--- src/rtl/gpio_chg_port.sv ---
module gpio_chg_port #(
  parameter int W      = 8,
  parameter int CHG_LO = 4
) (
  input  logic         clk,
  input  logic         rst_n,
  input  logic         wr_en,
  input  logic         rd_en,
  input  logic [1:0]   addr,
  input  logic [W-1:0] wdata,
  output logic [W-1:0] rdata,
  input  logic [W-1:0] pin_in,
  output logic [W-1:0] pin_out,
  output logic [W-1:0] pin_oe,
  output logic [W-1:0] pull_en,
  output logic         irq
);
  localparam int CW = W - CHG_LO;
  localparam logic [1:0] A_DATA = 2'd0;
  localparam logic [1:0] A_DIR  = 2'd1;
  localparam logic [1:0] A_CTRL = 2'd2;

  logic [W-1:0]  meta_q, sync_q, lat_q, dir_q;
  logic [CW-1:0] snap_q;
  logic          pull_dis_q, irq_en_q, flag_q;
  logic          port_acc, clr_req, mismatch;
  logic [W-1:0]  rd_mux;

  assign port_acc = (wr_en || rd_en) && addr == A_DATA;
  assign clr_req  = wr_en && addr == A_CTRL && !wdata[2];
  assign mismatch = |((sync_q[W-1:CHG_LO] ^ snap_q) & dir_q[W-1:CHG_LO]);

  assign pin_out = lat_q;
  assign pin_oe  = ~dir_q;
  assign pull_en = dir_q & {W{~pull_dis_q}};
  assign irq     = flag_q & irq_en_q;

  always_comb begin
    rd_mux = '0;
    case (addr)
      A_DATA:  rd_mux = sync_q;
      A_DIR:   rd_mux = dir_q;
      A_CTRL:  rd_mux[2:0] = {flag_q, irq_en_q, pull_dis_q};
      default: rd_mux = '0;
    endcase
  end

  always_ff @(posedge clk) begin
    if (!rst_n) begin
      meta_q     <= '0;
      sync_q     <= '0;
      lat_q      <= '0;
      dir_q      <= '1;
      snap_q     <= '0;
      pull_dis_q <= 1'b1;
      irq_en_q   <= 1'b0;
      flag_q     <= 1'b0;
      rdata      <= '0;
    end else begin
      meta_q <= pin_in;
      sync_q <= meta_q;
      if (wr_en && addr == A_DATA) lat_q <= wdata;
      if (wr_en && addr == A_DIR)  dir_q <= wdata;
      if (wr_en && addr == A_CTRL) begin
        pull_dis_q <= wdata[0];
        irq_en_q   <= wdata[1];
      end
      if (rd_en) rdata <= rd_mux;
      if (port_acc) snap_q <= sync_q[W-1:CHG_LO];
      if (mismatch)     flag_q <= 1'b1;
      else if (clr_req) flag_q <= 1'b0;
    end
  end
endmodule


--- config.mk ---
export PLATFORM = sky130hd
export DESIGN_NAME = gpio_chg_port
export DESIGN_NICKNAME = d
export VERILOG_FILES = /design/src/rtl/gpio_chg_port.sv
export SDC_FILE = /design/constraint.sdc
export NUM_CORES = 1
export LEC_CHECK = 0
export BUFFER_PORTS_ARGS = -buffer_cell sky130_fd_sc_hd__buf_2
export CAP_MARGIN = 10
export CORE_MARGIN = 2
export CORE_UTILIZATION = 48
export CTS_BUF_LIST = sky130_fd_sc_hd__clkbuf_4 sky130_fd_sc_hd__clkbuf_8
export CTS_CLUSTER_DIAMETER = 100
export DETAILED_ROUTE_END_ITERATION = 8
export HOLD_SLACK_MARGIN = 0.1
export PLACE_DENSITY_LB_ADDON = 0.25
export SYNTH_ARGS = -nofsm -noshare
export SYNTH_HDL_FRONTEND = slang
export SYNTH_SLANG_ARGS = --single-unit
--- constraint.sdc ---
create_clock -name clk -period 1.3 [get_ports clk]
set_clock_uncertainty 0.2 [all_clocks]
set_input_delay 0.195 -clock clk [delete_from_list [all_inputs] [get_ports clk]]
set_output_delay 0.195 -clock clk [all_outputs]
set_load 0.05 [all_outputs]
# After elaboration in Yosys (flattened, before gate mapping)
# Cells that the tools add are included.
# classes
n_eq_ne	2
n_mux	4
bitwise_logic	6
reduce_logical	10
# op_table
op	n
one-hot mux 5 bit (2 select lines)	1
one-hot mux 3 bit (3 select lines)	1
bitwise AND 8 bit	1
NOT 8 bit	1
logical AND 1 bit	5
bitwise AND 4 bit	1
OR reduction 4 bit	1
XOR 4 bit	1
== test 2 x 1 -> 1 bit (second input constant)	1
== test 2 bit (second input constant)	1
logical NOT 2 bit	1
two-way mux 1 bit	2
nonzero test 2 bit	1
bitwise AND 1 bit	1
logical NOT 1 bit	1
logical OR 1 bit	1
NOT 1 bit	1
# word_totals
reg_bits	47
output_inout_bits	33
elab_cells	31

# Logic depth before layout (Yosys ltp)
# logic_depth
ltp_word	5
mapped_depth	6
depth_no_buf	3

# Worst setup path before layout
# Ideal clock, no wire load.
# synth_timing
path_kind	flip-flop to output port
start	register dir_q[5]
end	output port pull_en[5]
t_arrival_ns	1.280
t_required_ns	0.905
setup_slack_ns	-0.375
stages_incl_launch_ff	3
path_buffers	0
path_cell_list	dfxtp_1 > inv_1 > nor2_1
# synth_via
elab_chain_cells	1
# synth_rtl
element	line	text
start: declaration	23	logic [W-1:0] meta_q, sync_q, lat_q, dir_q;
start signal: assignment	63	if (wr_en && addr == A_DIR) dir_q <= wdata;
bitwise AND 8 bit	35	assign pull_en = dir_q & {W{~pull_dis_q}};
end: declaration	15	output logic [W-1:0] pull_en,
# No other way between the ends.

# Worst setup path in the final report
# layout_timing
start	register pull_dis_q
end	output port pull_en[5]
# layout_via
elab_chain_cells	2
# layout_rtl
element	line	text
start: declaration	25	logic pull_dis_q, irq_en_q, flag_q;
start signal: assignment	65	pull_dis_q <= wdata[0];
NOT 1 bit	35	
bitwise AND 8 bit	35	
# No other way between the ends.

==> impl_metrics.toml <==
[place]
io_buffers = 54
dp.cells = 292
hpwl_um = 2870
pre_cts_slack_ns = -0.0852
postPlaceCellArea_sq_um = 2270
gp_congestion = 0.750

[synthesis]
syn-mean-instance-area_sq_um = 9.81
postSynthCellCount = 192
synth_area_sq_um = 1880
synth_nets = 214
post-synth-top-area-cell = "dfxtp_1"
synth_cell_types = 28
synth.area.top_cells = "dfxtp_1 50%, mux2i_1 9.6%, and2_1 7.3%"
yosysSeqAreaShare_pct = 49.9
ys_ff_latch = 47
ys_warn_count = 0
synth.top_cell.area_share_pct = 49.9

[critical_path]
crit_type = "reg2out"
crit_fanout = 6
cp_cell_sequence = "buf_12, nor2_4, buf_6"
worstRegToRegCells = 4
arrival_ns = 1.10
critical_path.slowest_cell = "dfxtp_4"
startpoint_type = "register"
critPathRequiredTime_ns = 0.90
slowest_delay_ns = 0.37
critPathCaptureType = "output pin"

[floorplan]
pin_count = 55
core-area_sq_um = 3720
start_util_pct = 50.7
die_w_um = 66.7
die_y_um = 66.7
die-area_sq_um = 4440
rows = 22

[detailed_routing]
drc = 0
routedWlPerCell_um = 15.0
ant_nets = 0
dr.first_iter.drc_count = 89
vias = 1673
first_pass_iters = 4
wl_um = 4960
vias_per_cell = 5.05

[cts]
cts_max_level = 2
cts_tree = "done"
insertion_delay_ns = 0.30
cts.clk_slew.worst_paths_ns = 0.09
cts_root_buf = "clkbuf_8"
cts.sinks = 47
cts_buffers = 5
clockBufferDepth = 2

[grt]
grt_use_met2_pct = 38.5
met1_usage_pct = 27.2
track_usage_pct = 22.6
gr-total-overflow = 0
top_usage_layer = "met2"
antenna_found_initial = 0
first_global_vias = 1535
grt_pass1_wl_um = 7330
use_met3_pct = 6.08
grt_max_degree = 22

[cells_and_area]
antenna_cells = 0
drive_gt1_share_pct = 44.5
utilization_pct = 78.5
layout.cells.non_filler = 331
syn2layout_area_growth_pct = 54.8
final_area_sq_um = 2920
nNetsFinal = 304

[timing]
timing.fmax_mhz = 670
slew_viol_final = 0
period_share_pct = 115
finalSetupTns_ns = -1.37
setup_viol = 10
hold_viol_final = 0
worst_pin_slew_ns = 0.474
rsz0062_at_grt = "yes"
layout_setup_ws_ns = -0.192
holdWs_ns = 0.121
fin_crit_ns = 1.49
slew_headroom_pct = 68.3

[power_and_ir_drop]
cellLeakagePower_nw = 1.29
power.density_nw_per_um2 = 1060
p_total_mw = 3.08
vdd_drop_max_mv = 0.997

[run]
max_cap_viol_count = 0

[worst_hold_path]
hold_class = "in2reg"
holdPathStages = 3

[run_status]
violations = "setup timing"
status = "complete, but fails checks"
-- critical path, delay by kind of cell (launching register included) --
kind	cells	cell delay (ns)
AND/OR/NAND/NOR	1	0.09
flip-flops	1	0.37
buffers and inverters	2	0.32
-- layout make-up --
| type | instances | area (sq um) |
|---|---|---|
| sequential | 47 | 967 |
| multi-input combinational | 120 | 871 |
| timing repair buffer | 94 | 852 |
| fill | 224 | 798 |
| inverter | 14 | 75.1 |
| clock buffer | 5 | 68.8 |
| tap | 48 | 60.1 |
| clock inverter | 3 | 23.8 |
-- cell usage after synthesis (all sizes together) --
master / count
a21oi: 4
a22oi: 2
a31oi: 4
and2: 22
and2b: 1
and3b: 1
buf: 7
clkbuf: 4
dfxtp: 47
inv: 14
mux2i: 18
nand2: 12
nand2b: 1
nand3: 4
nand3b: 1
nor2: 19
nor3b: 1
o211ai: 8
o21ai: 8
o22ai: 5
or2: 5
xor2: 4
-- flip-flops by register name, summed over array words and instances (netlist names) --
signal	count
irq_en_q	1
rdata	8
pull_dis_q	1
sync_q	8
dir_q	8
meta_q	8
snap_q	4
flag_q	1
pin_out	8
-- logic make-up (layout without fill, tap and decap cells) --
kind of cell	Yosys count	after routing	synth area share, %
AO/OA/AOI/OAI	31	31	12.3
XOR/XNOR	4	4	1.86
buffers and inverters	25	116	7.17
flip-flops	47	47	49.9
multiplexers	18	18	9.56
AND/OR/NAND/NOR	67	67	19.2
-- layout by cell type, fill, tap and decap left out, types with 3 or more instances in the layout --
master and instances:
nand3_1 4, o21ai_0 6, nand2_1 10, o22ai_1 5, xor2_1 4, mux2i_1 18
inv_1 6, a31oi_1 4, buf_8 11, inv_6 3, and2_1 21, or2_2 3
nor2_4 8, dfxtp_1 36, buf_4 28, o211ai_2 8, dfxtp_4 5, buf_6 11
nor2_1 11, dlygate4sd3_1 20, buf_2 21, a21oi_1 4, dfxtp_2 6, inv_4 5
clkbuf_8 5
-- per-layer routing --
metal	vias up	routed length, um
li1	812	-
met1	792	2000
met2	56	2530
met3	13	262
met4	0	170
met5	-	0
-- path summary, 6_finish.rpt --
kind | startpoint | end | slack (ns)
max | pull_dis_q | pull_en[5] | -0.19
min | addr[0] | rdata[0] | 0.12
max reg2reg | dir_q[6] | rdata[6] | 0.09
min reg2reg | meta_q[6] | sync_q[6] | 0.24
-- what timing repair did --
action / CTS / global route
gates resized for setup: 81 / 26
setup endpoints to repair: 30 / 27
pin swaps: 8 / 1
buffers inserted: 2 / 9
hold buffers: 19 / 2
endpoints found under the hold margin: 37 / 11
-- power by group --
part / total (mW) / switching (mW) / leakage [nW] / internal, mW
registers: 1.55 / 0.0431 / 0.385 / 1.50
logic: 0.629 / 0.353 / 0.866 / 0.276
clock network: 0.909 / 0.524 / 0.0408 / 0.385
(Power assumes the default switching activity.)
